$ cat src/rtl/sbp_pkg.sv
// Package: shared definitions for the shared-bus port.
// Assumes a 3-bit operating-mode code where 4..6 are external-bus modes.
package sbp_pkg;

    localparam int unsigned MODE_W = 3;

    // Register selector produced by the address decoder.
    typedef enum logic [2:0] {
        SEL_NONE = 3'd0,
        SEL_DIR  = 3'd1,
        SEL_DATA = 3'd2,
        SEL_PIN  = 3'd3,
        SEL_PULL = 3'd4
    } reg_sel_e;

    // True for the operating modes that use an external bus.
    function automatic logic is_ext_mode(input logic [MODE_W-1:0] m);
        return (m == 3'd4) || (m == 3'd5) || (m == 3'd6);
    endfunction

endpackage

$ cat src/rtl/sbp_decode.sv
// Module: address decoder.
// Maps a register-bus address onto one of the four port registers.
// Assumes the four addresses are distinct; any other address selects nothing.
module sbp_decode
    import sbp_pkg::*;
#(
    parameter int unsigned       ADDR_W = 16,
    parameter logic [ADDR_W-1:0] A_DIR  = 16'hFE3D,
    parameter logic [ADDR_W-1:0] A_DATA = 16'hFF0D,
    parameter logic [ADDR_W-1:0] A_PIN  = 16'hFFBD,
    parameter logic [ADDR_W-1:0] A_PULL = 16'hFE44
) (
    input  logic [ADDR_W-1:0] addr,
    output reg_sel_e          sel
);

    // Compare the address against each register location.
    always_comb begin
        if      (addr == A_DIR)  sel = SEL_DIR;
        else if (addr == A_DATA) sel = SEL_DATA;
        else if (addr == A_PIN)  sel = SEL_PIN;
        else if (addr == A_PULL) sel = SEL_PULL;
        else                     sel = SEL_NONE;
    end

endmodule

$ cat src/rtl/sbp_regs.sv
// Module: port register file.
// Holds the direction, output-latch and pull-up registers with their own
// retention rules. Power-on reset and hardware standby clear all three.
// Manual reset clears the latch and pull-ups but keeps direction.
// Software standby freezes everything. Resets are synchronous, active low.
module sbp_regs
    import sbp_pkg::*;
#(
    parameter int unsigned W = 8
) (
    input  logic         clk,
    input  logic         rst_por_n,
    input  logic         rst_man_n,
    input  logic         hw_stby,
    input  logic         sw_stby,
    input  logic         wr,
    input  reg_sel_e     sel,
    input  logic [W-1:0] wdata,
    output logic [W-1:0] dir_q,
    output logic [W-1:0] data_q,
    output logic [W-1:0] pull_q
);

    logic wipe_all;
    logic wipe_soft;
    logic wr_ok;

    // Condition terms shared by the three registers.
    always_comb begin
        wipe_all  = !rst_por_n || hw_stby;
        wipe_soft = wipe_all || !rst_man_n;
        wr_ok     = wr && rst_man_n && !sw_stby;
    end

    // Direction register: kept through manual reset and software standby.
    always_ff @(posedge clk) begin
        if (wipe_all)                    dir_q <= '0;
        else if (wr_ok && sel == SEL_DIR) dir_q <= wdata;
    end

    // Output latch: cleared by any reset or hardware standby.
    always_ff @(posedge clk) begin
        if (wipe_soft)                    data_q <= '0;
        else if (wr_ok && sel == SEL_DATA) data_q <= wdata;
    end

    // Pull-up enable register: same retention rules as the output latch.
    always_ff @(posedge clk) begin
        if (wipe_soft)                    pull_q <= '0;
        else if (wr_ok && sel == SEL_PULL) pull_q <= wdata;
    end

    // direction survives a manual reset.
    p_dir_keep_r8: assert property (@(posedge clk) disable iff (!rst_por_n)
        (!rst_man_n && !hw_stby) |=> $stable(dir_q));

    // latch and pull-ups are cleared by a manual reset.
    p_soft_clear_r8: assert property (@(posedge clk) disable iff (!rst_por_n)
        (!rst_man_n) |=> (data_q == '0 && pull_q == '0));

    // hardware standby empties every register.
    p_hw_clear_r7: assert property (@(posedge clk) disable iff (!rst_por_n)
        hw_stby |=> (dir_q == '0 && data_q == '0 && pull_q == '0));

    // software standby freezes every register.
    p_sw_hold_r9: assert property (@(posedge clk) disable iff (!rst_por_n)
        (sw_stby && rst_man_n && !hw_stby)
        |=> ($stable(dir_q) && $stable(data_q) && $stable(pull_q)));

    // a write to the pin-state address touches no register.
    p_pin_wr_nop_r5: assert property (@(posedge clk) disable iff (!rst_por_n)
        (wr && sel == SEL_PIN && rst_man_n && !hw_stby)
        |=> ($stable(dir_q) && $stable(data_q) && $stable(pull_q)));

endmodule

$ cat src/rtl/sbp_sync.sv
// Module: multi-flop synchroniser for the pad inputs.
// Assumes the pad levels are asynchronous to clk; the stage count is a
// parameter of at least 1. Stages clear on power-on reset.
module sbp_sync #(
    parameter int unsigned W      = 8,
    parameter int unsigned STAGES = 2
) (
    input  logic         clk,
    input  logic         rst_por_n,
    input  logic [W-1:0] d,
    output logic [W-1:0] q
);

    logic [W-1:0] stg [STAGES];

    // First stage captures the raw pad levels.
    always_ff @(posedge clk) begin
        if (!rst_por_n) stg[0] <= '0;
        else            stg[0] <= d;
    end

    // Each further stage re-times the one before it.
    for (genvar s = 1; s < STAGES; s++) begin : g_stage
        always_ff @(posedge clk) begin
            if (!rst_por_n) stg[s] <= '0;
            else            stg[s] <= stg[s-1];
        end
    end

    assign q = stg[STAGES-1];

endmodule

$ cat src/rtl/sbp_padmux.sv
// Module: pad ownership multiplexer.
// Per pin, it picks between ordinary I/O (direction register and latch) and
// data-bus ownership (bus drive value and one shared enable).
// Assumes bus_own is already decoded from mode and bus width.
module sbp_padmux #(
    parameter int unsigned W = 8
) (
    input  logic         bus_own,
    input  logic [W-1:0] dir_q,
    input  logic [W-1:0] data_q,
    input  logic [W-1:0] pull_q,
    input  logic [W-1:0] bus_dout,
    input  logic         bus_doe,
    output logic [W-1:0] pad_out,
    output logic [W-1:0] pad_oe,
    output logic [W-1:0] pad_pu
);

    for (genvar i = 0; i < W; i++) begin : g_pin
        // Select drive, enable and pull-up for one pin.
        always_comb begin
            if (bus_own) begin
                pad_out[i] = bus_dout[i];
                pad_oe[i]  = bus_doe;
                pad_pu[i]  = 1'b0;
            end else begin
                pad_out[i] = data_q[i];
                pad_oe[i]  = dir_q[i];
                pad_pu[i]  = pull_q[i] & ~dir_q[i];
            end
        end
    end

endmodule

$ cat src/rtl/shared_bus_port.sv
// Module: top of the shared-bus general-purpose port.
// Ties together the decoder, register file, input synchroniser and pad mux,
// and forms the combinational read path. Assumes one register access per
// cycle; a read at the direction address returns a fixed filler byte.
module shared_bus_port
    import sbp_pkg::*;
#(
    parameter int unsigned       W          = 8,
    parameter int unsigned       ADDR_W     = 16,
    parameter int unsigned       SYNC_STG   = 2,
    parameter logic [ADDR_W-1:0] A_DIR      = 16'hFE3D,
    parameter logic [ADDR_W-1:0] A_DATA     = 16'hFF0D,
    parameter logic [ADDR_W-1:0] A_PIN      = 16'hFFBD,
    parameter logic [ADDR_W-1:0] A_PULL     = 16'hFE44,
    parameter logic [W-1:0]      DIR_FILLER = '1
) (
    input  logic              clk,
    input  logic              rst_por_n,
    input  logic              rst_man_n,
    input  logic              hw_stby,
    input  logic              sw_stby,
    input  logic [2:0]        mode_sel,
    input  logic              bus16,
    input  logic [ADDR_W-1:0] reg_addr,
    input  logic              reg_wr,
    input  logic              reg_rd,
    input  logic [W-1:0]      reg_wdata,
    output logic [W-1:0]      reg_rdata,
    input  logic [W-1:0]      bus_dout,
    input  logic              bus_doe,
    output logic [W-1:0]      bus_din,
    input  logic [W-1:0]      pad_in,
    output logic [W-1:0]      pad_out,
    output logic [W-1:0]      pad_oe,
    output logic [W-1:0]      pad_pu
);

    reg_sel_e     sel;
    logic [W-1:0] dir_q;
    logic [W-1:0] data_q;
    logic [W-1:0] pull_q;
    logic [W-1:0] pin_sync;
    logic         bus_own;

    sbp_decode #(
        .ADDR_W(ADDR_W), .A_DIR(A_DIR), .A_DATA(A_DATA),
        .A_PIN(A_PIN), .A_PULL(A_PULL)
    ) u_dec (
        .addr(reg_addr),
        .sel (sel)
    );

    sbp_regs #(.W(W)) u_regs (
        .clk      (clk),
        .rst_por_n(rst_por_n),
        .rst_man_n(rst_man_n),
        .hw_stby  (hw_stby),
        .sw_stby  (sw_stby),
        .wr       (reg_wr),
        .sel      (sel),
        .wdata    (reg_wdata),
        .dir_q    (dir_q),
        .data_q   (data_q),
        .pull_q   (pull_q)
    );

    sbp_sync #(.W(W), .STAGES(SYNC_STG)) u_sync (
        .clk      (clk),
        .rst_por_n(rst_por_n),
        .d        (pad_in),
        .q        (pin_sync)
    );

    // Bus ownership: external-bus mode with the wide data bus.
    always_comb bus_own = is_ext_mode(mode_sel) && bus16;

    sbp_padmux #(.W(W)) u_mux (
        .bus_own (bus_own),
        .dir_q   (dir_q),
        .data_q  (data_q),
        .pull_q  (pull_q),
        .bus_dout(bus_dout),
        .bus_doe (bus_doe),
        .pad_out (pad_out),
        .pad_oe  (pad_oe),
        .pad_pu  (pad_pu)
    );

    // Pad levels go straight to the data-bus side.
    assign bus_din = pad_in;

    // Read path: the selected register while reading, zero otherwise.
    always_comb begin
        reg_rdata = '0;
        if (reg_rd) begin
            unique case (sel)
                SEL_DIR:  reg_rdata = DIR_FILLER;
                SEL_DATA: reg_rdata = data_q;
                SEL_PIN:  reg_rdata = pin_sync;
                SEL_PULL: reg_rdata = pull_q;
                default:  reg_rdata = '0;
            endcase
        end
    end

    // a pull-up is never on for a pin that is being driven.
    p_pull_excl_r6: assert property (@(posedge clk) disable iff (!rst_por_n)
        (pad_pu & pad_oe) == '0);

    // in wide-bus ownership the pads follow the bus side, with no pull-ups.
    p_bus_take_r10: assert property (@(posedge clk) disable iff (!rst_por_n)
        (is_ext_mode(mode_sel) && bus16)
        |-> (pad_out == bus_dout && pad_pu == '0));

endmodule

$ cat config.mk
export PLATFORM = sky130hd
export DESIGN_NAME = shared_bus_port
export DESIGN_NICKNAME = d
export VERILOG_FILES = /design/src/rtl/sbp_pkg.sv /design/src/rtl/sbp_decode.sv /design/src/rtl/sbp_regs.sv /design/src/rtl/sbp_sync.sv /design/src/rtl/sbp_padmux.sv /design/src/rtl/shared_bus_port.sv
export SDC_FILE = /design/constraint.sdc
export NUM_CORES = 1
export LEC_CHECK = 0
export ABC_AREA = 1
export BUFFER_PORTS_ARGS = -buffer_cell sky130_fd_sc_hd__buf_2
export CAP_MARGIN = 20
export CELL_PAD_IN_SITES_DETAIL_PLACEMENT = 0
export CELL_PAD_IN_SITES_GLOBAL_PLACEMENT = 1
export CORE_MARGIN = 1
export CORE_UTILIZATION = 33
export DETAILED_ROUTE_END_ITERATION = 8
export GPL_TIMING_DRIVEN = 0
export PLACE_DENSITY = 0.86
export SLEW_MARGIN = 40
export SYNTH_ARGS = -nofsm -noshare
export SYNTH_HDL_FRONTEND = slang
export SYNTH_SLANG_ARGS = --single-unit
$ cat constraint.sdc
create_clock -name clk -period 1.55 [get_ports clk]
set_clock_uncertainty 0.2 [all_clocks]
set_input_delay 0.155 -clock clk [delete_from_list [all_inputs] [get_ports clk]]
set_output_delay 0.155 -clock clk [all_outputs]
set_load 0.005 [all_outputs]
---- Word-level counts from Yosys, hierarchy flattened ----
Memories as Yosys holds them, arrays and structs flattened.
Index checks and enable logic that the tools add are counted.
word-level totals
  bits in writable memories ............... 16
  input port bits ......................... 52
  flip-flop bits (word level) ............. 24
  memories ................................ 1
  logic and storage cells ................. 80
cells by class
  reduce and logical (&&, ||, !) cells .... 13
  equal/unequal tests ..................... 11
  muxes and demuxes ....................... 34
  bitwise operators ....................... 18
memory list
  name        words  width  read ports  clocked after Yosys merged registers in  write ports  RTL line        text
  u_sync.stg  2      8      2           0                                        2            sbp_sync.sv:14  logic [W-1:0] stg [STAGES];
operator list
  cell                  count
  $eq 16x16->1 const B  4
  $pmux 8 s4            1
  $mux 1                26
  $mux 8                3
  $eq 3x3->1 const B    4
  $mux 3                4
  $and 1x1->1           8
  $not 1->1             8
  $eq 3x2->1 const B    2
  $logic_and 1x1->1     6
  $logic_or 1x1->1      4
  $eq 3x1->1 const B    1
  $logic_not 1->1       3
  $or 1x1->1            2

---- Longest topological paths before layout ----
  depth after elaboration ................. 8
  depth in mapped cells ................... 9

---- Modules after synthesis ----
From an unflattened synthesis, not the netlist that was laid out.
second synthesis, totals
  cells, all modules ...................... 391
  area, all modules ....................... 2443.6 um^2
by module, submodules not included
  module           cells each  sequential area each (um^2)  times used  area each (um^2)
  sbp_regs         152         480.5                        1           1022.2
  sbp_sync         50          320.3                        1           484.2
  shared_bus_port  77          0.0                          1           440.4
  sbp_padmux       69          0.0                          1           322.8
  sbp_decode       43          0.0                          1           173.9

---- Least setup slack after synthesis ----
Ideal clock, no wire load.
  kind .................................... in2out
  from .................................... input port reg_addr[15]
  to ...................................... output port reg_rdata[5]
  data arrival time ....................... 0.984 ns
  stages .................................. 9
  slack ................................... 0.211 ns
  path buffers ............................ 1
  data required time ...................... 1.195 ns
  cells stage by stage .................... nand2_1 inv_1 nand2_4 nor2_8 buf_4 nand3_1 nand2_1 nor2_1 nor2_1
between the ends
  word-level cells in the longest chain between the ends .. 8
  elaborated cells between the ends (all ways) .. 14
  classes of those cells .................. eq/ne (8); mux (6)
ends and longest elaborated chain
  item                                      RTL line               text
  start: declaration                        shared_bus_port.sv:24  input logic [ADDR_W-1:0] reg_addr,
  $eq 16x16->1                              sbp_decode.sv:22       else if (addr == A_PULL) sel = SEL_PULL;
  $mux 3                                    sbp_decode.sv:22
  $mux 3                                    sbp_decode.sv:21       else if (addr == A_PIN) sel = SEL_PIN;
  $mux 3                                    sbp_decode.sv:20       else if (addr == A_DATA) sel = SEL_DATA;
  $mux 3 (*)                                sbp_decode.sv:19       if (addr == A_DIR) sel = SEL_DIR;
  $eq 3x3->1, or another cell as far along  shared_bus_port.sv:96  unique case (sel)
  $pmux 8 s4 (*)                            shared_bus_port.sv:96
  $mux 8 (*)                                shared_bus_port.sv:95  if (reg_rd) begin
  end: declaration                          shared_bus_port.sv:28  output logic [W-1:0] reg_rdata,
Mark *: on every way between the ends. The rest lies on a longest branch, timed or not.

---- Worst setup path after layout ----
  from .................................... input port reg_addr[1]
  to ...................................... output port reg_rdata[3]
Same word-level chain as after synthesis.

==> summary.md <==
| Metric | Value |
|---|---|
| Synth Net Count | 422 |
| Clk root buf | clkbuf_8 |
| Worst path slowest cell | nor2_4 |
| Worst setup EP type | primary output |
| PwrDens | 591 nW/um2 |
| Avg WL per Cell | 11.1 um |
| Diodes inserted | 0 |
| Worst-Margin Slew | 0.532 ns |
| Yosys warns | 0 |
| Buffer levels on the longest clock path | 2 |
| Cell Rows | 30 |
| Die X-Extent | 86.4 um |
| Syn avg cell area | 6.35 um2 |
| Reg2reg path depth | 4 |
| Reg-to-reg slack, setup | 0.63 ns |
| Type of the most critical hold path | primary input to flip-flop |
| Post-DP HPWL | 4.94 mm |
| Final period util | 98.6% |
| Routed via count | 2585 |
| Crit-path max cell delay | 0.25 ns |
| Die H | 86.4 um |
| Hold Path Cell Cnt | 4 |
| Initial antenna violation count | 0 |
| Worst path top cell family by delay | simple AND/OR/NAND/NOR gates |
| Grt ovf | 0 |
| Clk sinks | 40 |
| H-Tree Depth | 2 |
| Max IR drop VDD | 0.371 mV |
| IO Count | 92 |
| Hold path start | hw_stby |
| Hold_ws | 0.000677 ns |
| Final ANT Viol Nets | 0 |
| Max cap viols | 0 |
| Distinct cells, synth | 21 |
| Die area | 7460 um2 |
| Commonest non-fill, non-tap cell in the layout | nand2_1 |
| Leakage | 1.96 nW |
| Startpoint types | primary input |
| Commonest cells after routing, fill and taps aside | nand2_1, buf_2, inv_1 |
| Pre-CTS WS | -0.106 ns |
| Vias in the first global route | 2277 |
| Post-synthesis sequential area ratio | 34.1% |
| Worst r2r dst | u_regs.pull_q[7] |
| Port bufs | 90 |
| Cell Area, Synth | 2350 um2 |
| First-pass GRT wire length | 10.0 mm |
| Multi-input logic area | 1290 um2 |
| Final setup violation count | 0 |
| Crit path cell chain | buf_8, nor2_4, nand3_2, nor2_4, nand3_1, nand2_1, nor2_1, nor2_1, buf_2 |
| Hold EP | u_regs.data_q[2] |
| Fmax | 0.654 GHz |
| Drt first pass iters | 4 |
| Status | finished clean |
| Slew margin rel. | 64.4% |
| Core Area | 6830 um2 |
| Reg2Reg Launch Point | u_regs.pull_q[7] |
| Share of cells above drive strength 1 | 35.1% |
| Number of buffers created by CTS | 5 |
| CTS clk-pin slew, worst paths | 0.09 ns |
| DR DRC count | 0 |
| Slew Viols, Final | 0 |
| CTS tree | done |
| Setup ws final | 0.0217 ns |
| CP max FO | 8 |
| P&R area growth vs syn | 51.0% |
| Initial core utilization | 34.4% |
| Setup CP Type | primary input to primary output |
| Crit path required time | 1.19 ns |
| Initial DRC count | 135 |
| Tot GR Track Use | 17.3% |
| Fin crit period | 1.53 ns |
| Cells after synthesis | 370 |
| RSZ-0062 raised after global routing | yes |
| Placer Congestion | 0.800 |
| Largest net degree at the start of global routing | 13 |
| # nets final | 549 |
| Skew-Pair Late Insertion Delay | 0.29 ns |
| Fillers | 735 |
| Register area | 801 um2 |
| Vias per inst | 4.35 |
| CP Data Arrival Time | 1.17 ns |
| Post-Route WL | 6.62 mm |
| Flops & latches, synth | 40 |
| Final hold vios | 0 |
| WP buf/inv | 2 |
==> Yosys cell counts <==
cell type	count	area, um2
buf_6	2	22.5
buf_4	11	82.6
nand3b_1	8	60.1
nor2_1	53	199
dfxtp_1	40	801
nor3b_4	1	18.8
nand3_1	28	140
nand3_4	2	35.0
nor2_2	6	37.5
o21ai_1	8	40.0
nand2_1	94	353
inv_1	69	259
inv_2	5	18.8
nor2_8	3	60.1
nand2_4	1	11.3
nand2_2	6	37.5
buf_2	1	5.00
nor3_1	8	40.0
nor2_4	2	22.5
clkbuf_1	4	15.0
o21ai_0	18	90.1
==> worst register-to-register path, stage by stage (launching register included) <==
cell and delay, ns:
dfxtp_1 0.38, inv_1 0.08, nand2_1 0.07, inv_1 0.04, nor2_1 0.09
==> layer usage <==
| metal | vias to the layer above | routed length [um] | track usage (%) |
|---|---|---|---|
| met4 | 0 | 74 | 5.91 |
| met3 | 6 | 290 | 2.48 |
| met2 | 64 | 3250 | 29.5 |
| met1 | 1158 | 3000 | 22.4 |
| li1 | 1357 | - | - |
| met5 | - | 0 | 0 |
==> metrics by stage <==
stage	power [mW]	std cells	area [um2]	setup TNS, ns	utilization [%]
2_1_floorplan	1.20	370	2350	0	-
3_3_place_gp	1.32	556	2920	-0.512	42.7
3_5_place_dp	1.33	556	2920	-0.856	42.7
4_1_cts	2.05	587	3270	0	47.9
5_1_grt	2.18	594	3550	-0.371	51.9
6_report	2.09	594	3550	0	51.9
==> cell families after synthesis <==
family                 Yosys count  synth area share [%]
AND/OR/NAND/NOR                212                  43.2
buffers and inverters           92                  17.2
flip-flops                      40                  34.1
AO/OA/AOI/OAI                   26                  5.54
==> final cells by class <==
class                      instances  area share (%)
sequential                        40            22.6
multi-input combinational        239            36.4
clock inverter                     1           0.247
buffer                            18            3.74
inverter                          74            8.12
timing repair buffer             119            23.4
clock buffer                       7            2.15
tap                               96            3.39
==> state kept, by name, summed over array words and instances, names as in the netlist <==
| signal | cells |
|---|---|
| u_regs.pull_q | 8 |
| u_regs.data_q | 8 |
| u_sync.stg | 16 |
| u_regs.dir_q | 8 |
==> where the power goes <==
group	leakage, nW	switching (mW)	internal [mW]
Clock	0.0424	0.377	0.322
Combinational	1.59	0.164	0.180
Sequential	0.326	0.00526	1.05
Total	1.96	0.546	1.55
==> timing repair <==
| action | in CTS | in global routing |
|---|---|---|
| setup endpoints to repair | 9 | 23 |
| pin swaps | 2 | 28 |
| resized for setup | 8 | 58 |
| cloned | 0 | 2 |
| hold buffers | 21 | 0 |
| setup buffers | 2 | 5 |
| hold endpoints to repair | 27 | 0 |
==> worst max-delay path by stage <==
stage | from | end | slack [ns] | cells after the start
global placement | reg_addr[15] | reg_rdata[5] | -0.08 | 11
floorplan | reg_addr[15] | reg_rdata[5] | 0.21 | 9
finish | reg_addr[1] | reg_rdata[3] | 0.02 | 9
global route | reg_addr[1] | reg_rdata[3] | -0.09 | 9
CTS | reg_addr[5] | reg_rdata[1] | 0.005 | 9
detailed placement | reg_addr[15] | reg_rdata[5] | -0.11 | 11
No activity file was read; power rests on OpenSTA's default activity.
